--- config.mk ---
export PLATFORM = sky130hd
export DESIGN_NAME = lane_feistel_cipher
export DESIGN_NICKNAME = d
export VERILOG_FILES = /design/src/rtl/feistel_pkg.sv /design/src/rtl/feistel_key_window.sv /design/src/rtl/feistel_round.sv /design/src/rtl/feistel_ctrl.sv /design/src/rtl/lane_feistel_cipher.sv
export SDC_FILE = /design/constraint.sdc
export NUM_CORES = 1
export LEC_CHECK = 0
export ABC_AREA = 1
export CORE_ASPECT_RATIO = 0.75
export CORE_MARGIN = 10
export CORE_UTILIZATION = 32
export DETAILED_ROUTE_END_ITERATION = 16
export SLEW_MARGIN = 20
export SYNTH_ARGS = -nofsm -noshare
export SYNTH_HDL_FRONTEND = slang
export SYNTH_SLANG_ARGS = --single-unit
--- constraint.sdc ---
create_clock -name clk_i -period 4.4 [get_ports clk_i]
set_input_delay 0.88 -clock clk_i [delete_from_list [all_inputs] [get_ports clk_i]]
set_output_delay 0.88 -clock clk_i [all_outputs]
set_load 0.005 [all_outputs]
--- src/rtl/feistel_pkg.sv ---
package feistel_pkg;
  localparam int HALF_W    = 16;
  localparam int BLK_W     = 2 * HALF_W;
  localparam int KEY_WORDS = 4;
  localparam int KEY_W     = KEY_WORDS * HALF_W;
  localparam int ROUNDS    = 32;
  localparam int RND_W     = $clog2(ROUNDS);
  localparam int SEL_W     = $clog2(KEY_WORDS);
  localparam int GRP_W     = RND_W - SEL_W;
  localparam int ZI_W      = 6;

  localparam logic [HALF_W-1:0] EXP_C = 16'hFFFC;
  localparam logic [63:0]       Z_SEQ = 64'hFA2561CDF44AC398;

  typedef logic [HALF_W-1:0] word_t;

  function automatic word_t rotl(word_t v, int n);
    return (v << n) | (v >> (HALF_W - n));
  endfunction

  function automatic word_t rotr(word_t v, int n);
    return (v >> n) | (v << (HALF_W - n));
  endfunction

  // one key expansion step: a = k[i], b = k[i+1], d = k[i+3]
  function automatic word_t expand_step(word_t a, word_t b, word_t d, logic z);
    word_t t;
    t = rotr(d, 3) ^ b;
    return EXP_C ^ {{(HALF_W-1){1'b0}}, z} ^ a ^ t ^ rotr(t, 1);
  endfunction
endpackage

--- src/rtl/feistel_key_window.sv ---
module feistel_key_window
  import feistel_pkg::*;
(
  input  logic             clk_i,
  input  logic             rst_ni,
  input  logic             load_i,
  input  logic [KEY_W-1:0] key_i,
  input  logic             advance_i,
  input  logic [GRP_W-1:0] grp_i,
  input  logic [SEL_W-1:0] sel_i,
  output word_t            rkey_o
);
  word_t win_q [KEY_WORDS];
  word_t ext   [2*KEY_WORDS];

  // next group: four chained expansion steps
  always_comb begin
    for (int t = 0; t < KEY_WORDS; t++) ext[t] = win_q[t];
    for (int t = 0; t < KEY_WORDS; t++) begin
      logic [ZI_W-1:0] zi;
      zi = ZI_W'(63) - ZI_W'({grp_i, SEL_W'(t)});
      ext[t+KEY_WORDS] = expand_step(ext[t], ext[t+1], ext[t+3], Z_SEQ[zi]);
    end
  end

  for (genvar w = 0; w < KEY_WORDS; w++) begin : g_win
    always_ff @(posedge clk_i or negedge rst_ni) begin
      if (!rst_ni)        win_q[w] <= '0;
      else if (load_i)    win_q[w] <= key_i[KEY_W-1-w*HALF_W -: HALF_W];
      else if (advance_i) win_q[w] <= ext[w+KEY_WORDS];
    end
  end

  assign rkey_o = win_q[sel_i];
endmodule

--- src/rtl/feistel_round.sv ---
module feistel_round
  import feistel_pkg::*;
(
  input  word_t left_i,
  input  word_t right_i,
  input  word_t rkey_i,
  output word_t left_o,
  output word_t right_o
);
  word_t f;
  assign f       = (rotl(left_i, 1) & rotl(left_i, 8)) ^ rotl(left_i, 2);
  assign left_o  = right_i ^ f ^ rkey_i;
  assign right_o = left_i;
endmodule

--- src/rtl/feistel_ctrl.sv ---
module feistel_ctrl
  import feistel_pkg::*;
(
  input  logic             clk_i,
  input  logic             rst_ni,
  input  logic             start_i,
  output logic             load_o,
  output logic             step_o,
  output logic [RND_W-1:0] rnd_o,
  output logic             busy_o,
  output logic             done_o
);
  logic [RND_W-1:0] rnd_q;
  logic             busy_q, done_q, last;

  assign last   = (rnd_q == RND_W'(ROUNDS-1));
  assign load_o = start_i && !busy_q;
  assign step_o = busy_q;

  always_ff @(posedge clk_i or negedge rst_ni) begin
    if (!rst_ni) begin
      rnd_q  <= '0;
      busy_q <= 1'b0;
      done_q <= 1'b0;
    end else begin
      done_q <= 1'b0;
      if (load_o) begin
        rnd_q  <= '0;
        busy_q <= 1'b1;
      end else if (busy_q) begin
        rnd_q <= rnd_q + 1'b1;
        if (last) begin
          busy_q <= 1'b0;
          done_q <= 1'b1;
        end
      end
    end
  end

  assign rnd_o  = rnd_q;
  assign busy_o = busy_q;
  assign done_o = done_q;
endmodule

--- src/rtl/lane_feistel_cipher.sv ---
module lane_feistel_cipher
  import feistel_pkg::*;
(
  input  logic             clk_i,
  input  logic             rst_ni,
  input  logic             start_i,
  input  logic [BLK_W-1:0] data_i,
  input  logic [KEY_W-1:0] key_i,
  input  logic [SEL_W-1:0] lane_i,
  output logic             done_o,
  output logic [BLK_W-1:0] result_o
);
  logic             load, step, busy_q, advance;
  logic [RND_W-1:0] rnd;
  logic [SEL_W-1:0] lane_q, sel;
  word_t            left_q, right_q, left_d, right_d, rkey;

  feistel_ctrl u_ctrl (
    .clk_i, .rst_ni, .start_i,
    .load_o (load),
    .step_o (step),
    .rnd_o  (rnd),
    .busy_o (busy_q),
    .done_o
  );

  assign sel     = rnd[SEL_W-1:0] + lane_q;
  assign advance = step && (&rnd[SEL_W-1:0]) && (rnd != RND_W'(ROUNDS-1));

  feistel_key_window u_keys (
    .clk_i, .rst_ni,
    .load_i    (load),
    .key_i,
    .advance_i (advance),
    .grp_i     (rnd[RND_W-1:SEL_W]),
    .sel_i     (sel),
    .rkey_o    (rkey)
  );

  feistel_round u_round (
    .left_i  (left_q),
    .right_i (right_q),
    .rkey_i  (rkey),
    .left_o  (left_d),
    .right_o (right_d)
  );

  always_ff @(posedge clk_i or negedge rst_ni) begin
    if (!rst_ni) begin
      left_q  <= '0;
      right_q <= '0;
      lane_q  <= '0;
    end else if (load) begin
      left_q  <= data_i[HALF_W-1:0];
      right_q <= data_i[BLK_W-1:HALF_W];
      lane_q  <= lane_i;
    end else if (step) begin
      left_q  <= left_d;
      right_q <= right_d;
    end
  end

  assign result_o = {right_q, left_q};
endmodule

==> results of run 1 <==
[worst max-delay path: stages, from the launching register on]
cell                      delay (ns)
sky130_fd_sc_hd__dfrtp_1        0.45
sky130_fd_sc_hd__inv_1          0.20
sky130_fd_sc_hd__nand2_1        0.08
sky130_fd_sc_hd__nand2_1        0.19
sky130_fd_sc_hd__inv_2          0.10
sky130_fd_sc_hd__nand2_1        0.07
sky130_fd_sc_hd__nand3_1        0.07
sky130_fd_sc_hd__nand2_2        0.15
sky130_fd_sc_hd__inv_2          0.08
sky130_fd_sc_hd__nand2_1        0.07
sky130_fd_sc_hd__nand2_1        0.10
sky130_fd_sc_hd__nand2_1        0.10
sky130_fd_sc_hd__nand2_1        0.05
sky130_fd_sc_hd__nand2_1        0.09
sky130_fd_sc_hd__nand2_1        0.09
sky130_fd_sc_hd__nand2_1        0.07
sky130_fd_sc_hd__nand2_1        0.09
sky130_fd_sc_hd__nand2_1        0.16
sky130_fd_sc_hd__nand2_1        0.09
sky130_fd_sc_hd__nand2_1        0.14
sky130_fd_sc_hd__nand3_1        0.15
sky130_fd_sc_hd__nand2_1        0.18
sky130_fd_sc_hd__inv_1          0.08
sky130_fd_sc_hd__nand2_1        0.07
sky130_fd_sc_hd__nand3_1        0.06
sky130_fd_sc_hd__nand2_1        0.09
sky130_fd_sc_hd__nand2_1        0.05
[final timing paths]
path	cells past startpoint	slack, ns	end
worst min register to register	2	0.48	lane_q[0]$_DFFE_PN0P_
min in group asynchronous	1	0.60	left_q[6]$_DFFE_PN0P_
worst max-delay path	26	1.16	u_keys.ext[64]$_DFFE_PN0P_
worst max register to register	26	1.16	u_keys.ext[64]$_DFFE_PN0P_
worst min-delay path	2	0.48	lane_q[0]$_DFFE_PN0P_
max in group asynchronous	2	3.01	u_keys.ext[93]$_DFFE_PN0P_
[state kept, by name (all words and copies together), names as in the netlist]
name and cells:
right_q 16, lane_q 2, u_ctrl.busy_o 1, u_ctrl.rnd_o 5, u_keys.ext 64, u_ctrl.done_o 1
left_q 16
[cell type report]
class | instances | area, µm²
fill | 3012 | 16900
multi-input combinational | 1156 | 5730
sequential | 105 | 2630
timing repair buffer | 144 | 1440
inverter | 146 | 548
tap | 385 | 482
clock buffer | 9 | 225
clock inverter | 7 | 77.6
[cell families after synthesis]
family,after synthesis
and+or+nand+nor,964
AOI/OAI and AO/OA,132
adders and majority gates,6
DFF,105
xor gates and xnor gates,54
buffers and inverters,188
[layout by cell type (no fill, tap or decap)]
cell type and instances:
sky130_fd_sc_hd__clkinv_1 2, sky130_fd_sc_hd__nand3_1 238, sky130_fd_sc_hd__or2_2 1, sky130_fd_sc_hd__dfrtp_1 105, sky130_fd_sc_hd__nand2_1 589, sky130_fd_sc_hd__inv_2 24
sky130_fd_sc_hd__nor2_1 26, sky130_fd_sc_hd__clkdlybuf4s50_1 132, sky130_fd_sc_hd__inv_1 120, sky130_fd_sc_hd__ha_1 6, sky130_fd_sc_hd__o32ai_1 7, sky130_fd_sc_hd__clkbuf_16 9
sky130_fd_sc_hd__o21ai_0 50, sky130_fd_sc_hd__bufinv_16 1, sky130_fd_sc_hd__o211ai_1 37, sky130_fd_sc_hd__a21oi_1 1, sky130_fd_sc_hd__clkinvlp_4 1, sky130_fd_sc_hd__nand4_1 1
sky130_fd_sc_hd__xor2_1 27, sky130_fd_sc_hd__nand3b_4 1, sky130_fd_sc_hd__nand3_2 9, sky130_fd_sc_hd__and2_1 1, sky130_fd_sc_hd__xnor2_1 27, sky130_fd_sc_hd__nor2_2 2
sky130_fd_sc_hd__clkinv_4 2, sky130_fd_sc_hd__a22o_1 1, sky130_fd_sc_hd__nor2_4 1, sky130_fd_sc_hd__nand3b_1 12, sky130_fd_sc_hd__buf_12 2, sky130_fd_sc_hd__o221ai_1 36
sky130_fd_sc_hd__nand2_2 83, sky130_fd_sc_hd__clkinv_2 1, sky130_fd_sc_hd__buf_4 10, sky130_fd_sc_hd__inv_6 2
[routing by layer]
layer	global-route usage [%]	vias to the layer above	share of wire (%)
met5	0	-	0
met4	5.14	0	2.0
met3	5.39	37	9.1
met2	30.7	440	42
met1	30.5	4798	47
li1	-	4957	-
[metrics by stage]
step	hold WS, ns	setup slack [ns]	std cells	util [%]
after floorplan	0.446	2.16	1449	-
after global placement	0.462	1.24	1936	38.7
after detailed placement	0.469	1.29	1936	38.7
after CTS	0.488	1.25	1952	39.8
after global routing	0.504	0.972	1952	39.8
final	0.481	1.16	1952	39.8
==> summary.md, run 1 <==
After the last flow step, the layout net total stands at 1,669. For the via count of the first global-routing pass, the log shows 9,533. The half-perimeter wire length after detailed placement was 30,700 µm; the final critical-path share of the clock period was 73.5%. After Yosys synthesis, XOR and XNOR cells account for 5.21% of the synthesized area.

Timing would allow up to 309 MHz. The number of hold-repair buffers added at the cts stage is 0, and the via count is 10,232. Summing the sequential cell areas from Yosys gives 29.0% of the chip area. In this run the tool buffered the top-level ports with 133 buffer cells.

STA puts the critical path data required time at 4.66 ns. By area, the combinational part of the netlist is dominated by simple AND/OR/NAND/NOR gates. In this run the horizontal extent of the chip is 214 µm. Ranked by instance count, the synthesized netlist is headed by sky130_fd_sc_hd__nand2_1, sky130_fd_sc_hd__nand3_1, sky130_fd_sc_hd__inv_1. The fraction of layout instances using a drive strength above 1 works out to 9.51%. The top cell type by area accounts for 29.0% of the synthesized area.

Worst setup path startpoint: u_keys.ext[105]$_DFFE_PN0P_. The first global-routing pass estimated 59,000 µm of wire. After detailed routing, the average wire length per cell comes to 19.8 µm. Clock tree synthesis selected as its root buffer the cell sky130_fd_sc_hd__clkbuf_16.

The tools report the quantity of gates resized following cts as 0. Of all cell types, the one taking the most synthesized area is sky130_fd_sc_hd__dfrtp_1. Clock-pin slew was measured on the worst setup and hold paths at 0.08 ns. Yosys printed 0 warnings. The type of the worst min-delay path was flop to flop. The overall die area is 35,500 µm², and the count of flip-flops with a built-in enable after synthesis is 0. Summing the areas of all and, or, nand and nor instances in the mapped netlist gives 46.8% of the synthesized area. In this run, CTS created clock tree buffers numbering 9. The final critical delay including setup and external delays is 3.24 ns.

Max-cap check violation count: 0. The maximum clock insertion buffer count was 2. The post-synthesis share of cell area spent on full adders, half adders and majority gates came out at 0.828%. The distinct cell type count of the synthesized netlist came out at 28. In the synthesized netlist the dominant register cell turns out to be sky130_fd_sc_hd__dfrtp_1. The die span in y is 166 µm. The initialized floorplan defines 53 standard-cell rows. The H-tree depth was 3. The mapped netlist covers 9070 µm². In the synthesized netlist, the number of instances is 1,449. The tools report the number of placed I/O pins as 134. The initial antenna violation count is 0.

Sorting the synthesized cells by area gives the leading types as sky130_fd_sc_hd__dfrtp_1, sky130_fd_sc_hd__nand2_1, sky130_fd_sc_hd__nand3_1. After synthesis, the mean cell area works out to 6.26 µm². In the global route stage, overall resource usage came out at 21.2%. For this run, design rule violations remaining after detail routing come to 0. The flip-flop and latch count after synthesis was 105. The worst setup path is launched from a flop.

The run gives 0.38 ns as the insertion delay of the later-clocked pin in the worst-skew pair. The repair_antennas step left the layout with diodes totalling 0. sky130_fd_sc_hd__nand2_1 is the most common cell in the netlist. After detailed placement, the total cell area comes to 10,800 µm². Entering global routing, the biggest net connects 89 pins.

The number of hold violations in the final report was 0; the number of max-slew violations in the final report was 0. TritonCTS built the clock tree. The tools report the beginning of the worst hold path as lane_q[0]$_DFFE_PN0P_. For the number of clock sinks seen by CTS, the log shows 105. The count of antenna-violating nets left after detailed routing came out at 0. The detailed router finished its first iteration with 1,291 violations. After routing the design area is 11,100 µm². Ratio of routed vias to standard cells: 5.24.

The tools report the first-pass detailed-route iteration total as 6. Post-CTS timing repair inserted 0 buffers for setup. The run finished with clean final reports. The run gives 3.50 ns as the data arrival time at the worst-slack endpoint. The largest fanout on the critical path was 4; the total wirelength of the detailed-routed design was 38,700 µm.

The setup-violating endpoint count in the final report is 0, and the transition at the pin with the smallest max-transition slack is 1.02 ns. The category of the most critical setup path is flop to flop. Setup repair after global routing left no endpoint under its margin.

The region available for standard cell placement spans 28,000 µm². The portion of synthesized area spent on multiplexers is 0%. For the final database, setup skew stands at 0.0168 ns.

STA classifies the critical path endpoint as a flop. The async set-or-reset flop fraction in the synthesized netlist is 100%. Summing the areas of all compound-gate instances in the mapped netlist gives 10.1% of the synthesized area.

Summed over all layers, the global routing overflow is 0. Routability-driven placement finished with a final weighted congestion of 0.971. In this run the critical register-to-register path is launched from u_keys.ext[105]$_DFFE_PN0P_.

Starting density of the core: 32.4%. Synthesis produced a netlist with a net count of 1,556. The area growth from synthesis to layout is 22.7%.

Headroom to the max-slew limit came out at 31.6%. In the final timing run, aggregate negative setup slack is 0 ns.
Power of run 1 is not shown: default switching activity piles up to over one toggle a cycle in this logic, so the estimate is an artifact.
==> inputs of run 2 (changes only) <==
clock period = 3 ns   (was 4.4 ns; I/O delays follow)
==> summary.md, run 2 (same netlist as run 1, synthesis figures left out) <==
The run finished with clean final reports. The maximum clock insertion buffer count was 2; the starting density of the core was 32.4%. Data on the critical path arrives at its endpoint at 3.06 ns. The routed layout has 10,503 vias. Subtracting the final worst setup slack from the clock period gives 2.79 ns. CTS saw 105 sinks. The area growth from synthesis to layout is 31.1%. For this design, the CTS-stage hold fixing added 0 buffers. The tools report the number of hold violations in the final report as 0. Setup slack of the critical path after layout: 0.207 ns. Setup violations remaining at the end of the flow were counted as 0. Headroom to the max-slew limit came out at 57.4%. For this block, the routed nets add up to 40,600 µm of wire. Of the available clock period, the critical path in the final layout requires 93.1%. Dividing the detail-routed wire length by the instance count gives 20.0 µm.

For the worst-skew pair, the clock arrives at the later sink with an insertion delay of 0.38 ns. For the met1 layer usage reported by global route, the log shows 32.6%. The transition at the pin with the smallest max-transition slack works out to 0.637 ns. Leaving out fill and tap cells, the most frequent cell in the layout is sky130_fd_sc_hd__nand2_1.

The top cell types in the final layout, fill and taps aside, are sky130_fd_sc_hd__nand2_1, sky130_fd_sc_hd__nand3_1, sky130_fd_sc_hd__clkdlybuf4s50_1. Ratio of routed vias to standard cells: 5.19. The register with the most flip-flops in the layout has 64 of them.

The logs give 0.106 ns for the worst setup slack after placement and 31.5% for the global routing met2 resource utilization. Measured along the y axis, the die boundary spans 166 µm. Entering global routing, the biggest net connects 70 pins. The most congested layer reported by global routing was met1. The floorplan step defined a die boundary enclosing 35,500 µm².

The tools report the diode insertion count for antenna repair as 0. The wire-length estimate of the detail-placed layout is 32,400 µm. For the first-pass detailed-route iteration total, the log shows 6.

The nature of the critical path endpoint was a flop. For this run, global-route usage on met3 was measured as 4.88%. Via count of the first global-routing pass: 9,687. Final hold analysis gives a worst-case slack of 0.206 ns. The clock slew at the register clock pins of the worst setup and hold paths is 0.08 ns. TritonCTS built the clock tree. Counting the fill cells in the layout gives 3,040. The tool flagged a number of max-cap violations equal to 0. After detailed routing, the number of remaining DRC violations is 0.

The critical path data required time came out at 3.27 ns. From left edge to right edge, the die measures 214 µm. The area inside the core boundary is 28,000 µm², and the final-stage net count is 1,742. The tools report the count of antenna-violating nets left after detailed routing as 0. The number of max-slew violations in the final report is 0, and the number of buffers created by CTS is 9.

The cell sitting at the root of the clock tree is a sky130_fd_sc_hd__clkbuf_16. The run gives 0 as the total congestion overflow. The H-tree generated during clock tree synthesis spans 3 levels.

The final estimated routing congestion in global placement came out at 1.01. Row generation in the floorplan step produced 53 rows. The tightest min-delay check is of the input port to asynchronous set/reset pin type. The global-route total usage across every layer came out at 22.0%. The initial antenna violation count is 0.

For this run, the top clock speed supported by timing is 358 MHz. In the final layout, the share of cells above drive strength 1 is 16.4%. The tools report the number of placed I/O pins as 134. In this run the tool buffered the top-level ports with 133 buffer cells. STA classifies the critical path startpoint as a flop. The worst-case clock skew is 0.00894 ns. The first global-routing pass estimated 60,700 µm of wire. The number of DRC markers in iteration 0 is 1,153, and the largest fanout on the critical path is 5. The critical path is of the flop to flop type.
## run 2: changes by cell type in the layout (fill, tap and decap cells not counted), moves of 3 or more
cell and delta:
sky130_fd_sc_hd__nand3_2 +9, sky130_fd_sc_hd__buf_4 +69, sky130_fd_sc_hd__nand2_1 -21, sky130_fd_sc_hd__nand3_1 -9
sky130_fd_sc_hd__nand2_2 +16, sky130_fd_sc_hd__inv_1 -3, sky130_fd_sc_hd__nand2_4 +5, sky130_fd_sc_hd__dfrtp_1 -14
sky130_fd_sc_hd__inv_4 +4, sky130_fd_sc_hd__dfrtp_2 +14, sky130_fd_sc_hd__buf_12 +4
## run 2: critical path: stages, from the launching register on
cell and delay (ns):
sky130_fd_sc_hd__dfrtp_1 0.45, sky130_fd_sc_hd__inv_2 0.14, sky130_fd_sc_hd__nand2_1 0.07, sky130_fd_sc_hd__nand2_1 0.13, sky130_fd_sc_hd__nand2_1 0.10, sky130_fd_sc_hd__nand2_1 0.09
sky130_fd_sc_hd__nand2_1 0.11, sky130_fd_sc_hd__nand2_4 0.13, sky130_fd_sc_hd__nand2_2 0.07, sky130_fd_sc_hd__nand3_1 0.12, sky130_fd_sc_hd__nand2_1 0.09, sky130_fd_sc_hd__nand2_1 0.10
sky130_fd_sc_hd__nand3_1 0.09, sky130_fd_sc_hd__nand2_2 0.11, sky130_fd_sc_hd__nand2_1 0.10, sky130_fd_sc_hd__nand2_1 0.11, sky130_fd_sc_hd__nand2_2 0.08, sky130_fd_sc_hd__nand2_1 0.10
sky130_fd_sc_hd__nand2_1 0.10, sky130_fd_sc_hd__nand3_1 0.11, sky130_fd_sc_hd__nand2_1 0.06, sky130_fd_sc_hd__nand2_1 0.05, sky130_fd_sc_hd__nand3_1 0.06, sky130_fd_sc_hd__nand2_1 0.08
sky130_fd_sc_hd__nand2_1 0.06
## run 2: layout make-up
type	instances	area [µm²]	share of cell area [%]
well taps	385	482	4.05
clock buffers	10	229	1.93
repair buffers	217	2030	17.1
multi-input cells	1156	5850	49.2
flip-flops and latches	105	2650	22.2
inverters	146	558	4.69
clock inverters	6	92.6	0.779
## run 2: worst paths after layout
kind,startpoint,endpoint,slack [ns],depth (start not counted)
worst min-delay path,rst_ni,left_q[5]$_DFFE_PN0P_,0.21,1
max in group asynchronous,rst_ni,u_keys.ext[77]$_DFFE_PN0P_,2.13,2
worst max register to register,u_keys.ext[106]$_DFFE_PN0P_,u_keys.ext[65]$_DFFE_PN0P_,0.21,24
worst min register to register,lane_q[0]$_DFFE_PN0P_,lane_q[0]$_DFFE_PN0P_,0.50,2
min in group clk_i,lane_q[0]$_DFFE_PN0P_,lane_q[0]$_DFFE_PN0P_,0.50,2
worst max-delay path,u_keys.ext[106]$_DFFE_PN0P_,u_keys.ext[65]$_DFFE_PN0P_,0.21,24
## run 2: stage by stage
| stage | utilization (%) | TNS [ns] | cell area (µm²) | std cells |
|---|---|---|---|---|
| 3_5_place_dp | 40.5 | 0 | 11300 | 1996 |
| 5_1_grt | 42.5 | -0.0114 | 11900 | 2025 |
| 3_3_place_gp | 40.5 | 0 | 11300 | 1996 |
| 6_report | 42.5 | 0 | 11900 | 2025 |
| 4_1_cts | 41.6 | 0 | 11600 | 2012 |
| 2_1_floorplan | - | 0 | 9070 | 1449 |
## run 2: what timing repair did
| action | in CTS | in global routing |
|---|---|---|
| setup endpoints to repair | 0 | 14 |
| buffers inserted | 0 | 13 |
| resized for setup | 0 | 57 |
## run 2: layer usage
metal,wire [µm],up-vias
met5,0,-
met3,3860,41
li1,-,5104
met4,661,0
met2,16500,457
met1,19500,4901
Power of run 2 is left out for the same reason.
==> inputs of run 3 (changes only) <==
ABC_AREA = not set   (was 1)
CAP_MARGIN = 5   (was not set)
==> summary.md, run 3 <==
The number of placed I/O pins was 134; the normalized max-slew margin was 47.0%. Dividing the detail-routed wire length by the instance count gives 22.0 µm. The routed design has 29,300 µm of wire. The library cell used most frequently in the layout, excluding fill and tap cells, is sky130_fd_sc_hd__xnor2_1. The commonest cells after synthesis are sky130_fd_sc_hd__xnor2_1, sky130_fd_sc_hd__nand2_1, sky130_fd_sc_hd__dfrtp_1. In the final timing run, aggregate negative setup slack is 0 ns.

In the post-synthesis netlist, the biggest area contributors are sky130_fd_sc_hd__dfrtp_1, sky130_fd_sc_hd__xnor2_1, sky130_fd_sc_hd__xnor3_1. Data arrives at the worst endpoint at 3.27 ns. The via count of the first global-routing pass was 6,716; the setup-violating endpoint count in the final report was 0. The tools report the starting density of the core as 32.8%. Remaining design rule violation count: 0. The synthesized netlist contains 41 unique library cells.

Half-perimeter wire length after detailed placement: 22,600 µm. Global routing consumed, over all layers together, 17.6% of the routing resources. The clock arrives with 0.00830 ns of skew. The number of buffers created by CTS was 9. Relative to the synthesized area, the layout overhead comes to 31.3%. The number of placement rows is 50, and the number of clock sinks seen by CTS is 105.

Hold repair after CTS inserted 0 buffers. The run gives 0 as the number of hold violations in the final report. For the instance count of the mapped netlist, the log shows 806. The library cells used most frequently in the layout, excluding fill and tap cells, are sky130_fd_sc_hd__xnor2_1, sky130_fd_sc_hd__clkdlybuf4s50_1, sky130_fd_sc_hd__nand2_1. The final non-filler cell total is 1,330, and the H-tree depth is 3.

The run gives 0 as the diode insertion count for antenna repair. The clock slew at the register clock pins of the worst setup and hold paths was 0.08 ns; the number of cells on the worst reg-to-reg path was 9. The final critical-path share of the clock period works out to 99.5%.

The first-pass detailed-route iteration total was 5. After filler insertion, the fill cell instance count of the layout stands at 2,454. Port buffering added 133 buffers.

For this run, the top clock speed supported by timing is 335 MHz. Critical path data required time: 3.29 ns. At the end of the flow, the number of nets in the layout was 1,094. In the post-synthesis netlist, the cell with the most instances is sky130_fd_sc_hd__xnor2_1.

The run finished with clean final reports. Counting I/O delays and the setup requirement, the final critical path takes 2.99 ns. At the end of routability-driven placement, the weighted congestion stood at 0.925. For this run, the leading register cell type out of synthesis is sky130_fd_sc_hd__dfrtp_1. Sequential elements use 31.8% of the synthesized area.

Of all cell types, the one taking the most synthesized area is sky130_fd_sc_hd__dfrtp_1. Maximum clock insertion buffer count: 2. The number of max-slew violations in the final report came out at 0.

Yosys mapped a number of flops with a built-in enable equal to 0. Across the run, the number of max-cap violations was 0. Type of the worst min-delay path: input port to asynchronous set/reset pin. For the area inside the core boundary, the log shows 25,100 µm². Wire length of the first global-routing pass: 43,600 µm. After detailed routing, the number of vias per cell comes to 5.07. Of all nets on the critical path, the largest fanout is 5. The total congestion overflow was 0; the area share of the largest cell type after synthesis was 31.8%.

The via count is 6,742, and the count of antenna-violating nets left after detailed routing is 0. The tools report the nature of the critical path endpoint as a flop. The tools report the utilization after layout as 43.1%. The number of nets in the synthesized netlist is 913. The fraction of layout instances using a drive strength above 1 is 15.0%, and the die span in y is 159 µm. After detailed placement, the design holds a cell count of 1,308. The initial antenna violation count was 0; the transition at the pin with the smallest max-transition slack was 0.796 ns. The category of the most critical setup path is flop to flop.

For this run, asynchronously set or reset flops after synthesis account for 100%. The post-synthesis average cell area is 10.2 µm², and the netlist area before placement is 8260 µm². The worst setup path is launched from a flop.

After synthesis the netlist holds a flip-flop and latch count of 105. Setup repair after global routing could not meet its margin everywhere. TritonCTS built the clock tree.

The flip-flop count of the largest register after layout was 64. For the worst-skew pair, the clock arrives at the later sink with an insertion delay of 0.36 ns. The Yosys step of the flow raised 0 warnings. From left edge to right edge, the die measures 205 µm. The first routing iteration left 600 violations. The die covers 32,700 µm². Entering global routing, the biggest net connects 71 pins. The tree is rooted in a sky130_fd_sc_hd__clkbuf_16.
-- run 3: cell types whose count changed after synthesis, sizes merged, moves of 23 or more --
cell | before | now
xor2 | 27 | 52
o211ai | 37 | 0
nand3 | 247 | 13
nand2 | 672 | 121
xnor2 | 27 | 167
o221ai | 36 | 0
a22oi | 0 | 26
mux2i | 0 | 35
a221o | 0 | 23
xnor3 | 0 | 34
inv | 144 | 6
-- run 3: logic make-up (layout without fill, tap and decap cells) --
logic type,Yosys count,after routing,share of synthesized area [%]
AO/OA/AOI/OAI,127,127,10.3
multiplexers,52,52,8.79
adder cells (fa/ha/maj),6,6,0.909
buffers and inverters,62,248,3.24
XOR/XNOR,260,260,35.0
flip-flops,105,105,31.8
AND/OR/NAND/NOR,194,194,9.98
-- run 3: critical path: stages, from the launching register on --
cell and delay [ns]:
sky130_fd_sc_hd__dfrtp_1 0.38, sky130_fd_sc_hd__buf_4 0.17, sky130_fd_sc_hd__xnor3_1 0.38, sky130_fd_sc_hd__xnor2_1 0.31, sky130_fd_sc_hd__xor2_1 0.38, sky130_fd_sc_hd__xnor2_1 0.24, sky130_fd_sc_hd__xor2_1 0.28, sky130_fd_sc_hd__xor3_1 0.28
sky130_fd_sc_hd__or3_1 0.31, sky130_fd_sc_hd__a31oi_1 0.17
-- run 3: cell type report --
type                            count  area [µm²]  area share, %
Timing Repair Buffer              226        2030           18.8
Tap cell                          338         423           3.90
Inverter                            6        22.5          0.208
Sequential cell                   105        2630           24.3
Multi-Input combinational cell    639        5420           50.0
Clock buffer                       12         236           2.18
Clock inverter                      4        76.3          0.704
-- run 3: path summary, 6_finish.rpt --
check	start	slack (ns)	to
setup / recovery	u_keys.ext[70]$_DFFE_PN0P_	0.01	u_keys.ext[71]$_DFFE_PN0P_
hold / removal	rst_ni	0.30	u_keys.ext[123]$_DFFE_PN0P_
setup reg to reg	u_keys.ext[70]$_DFFE_PN0P_	0.01	u_keys.ext[71]$_DFFE_PN0P_
hold reg to reg	lane_q[0]$_DFFE_PN0P_	0.48	lane_q[0]$_DFFE_PN0P_
max in group asynchronous	rst_ni	1.94	u_keys.ext[101]$_DFFE_PN0P_
min in group clk_i	lane_q[0]$_DFFE_PN0P_	0.48	lane_q[0]$_DFFE_PN0P_
-- run 3: timing repair --
| item | in CTS | in global routing |
|---|---|---|
| pin swaps | 2 | 4 |
| endpoints found under the setup margin | 1 | 12 |
| gates resized for setup | 0 | 10 |
| buffers inserted | 2 | 4 |
-- run 3: stage by stage --
stage | setup slack [ns] | hold slack, ns | cell area, µm²
2_1_floorplan | 0.00342 | 0.304 | 8260
3_3_place_gp | 0.0168 | 0.470 | 10400
3_5_place_dp | -0.0185 | 0.469 | 10400
4_1_cts | 0.00167 | 0.338 | 10800
5_1_grt | -0.0428 | 0.361 | 10800
6_report | 0.0135 | 0.303 | 10800
-- run 3: routing by layer --
layer / global-route usage (%) / up-vias / share of wire (%)
met2: 25.1 / 266 / 43
met3: 5.16 / 32 / 8.6
met1: 25.1 / 3309 / 47
met5: 0 / - / 0
met4: 4.47 / 0 / 1.9
li1: - / 3135 / -
Power of run 3 is left out for the same reason.
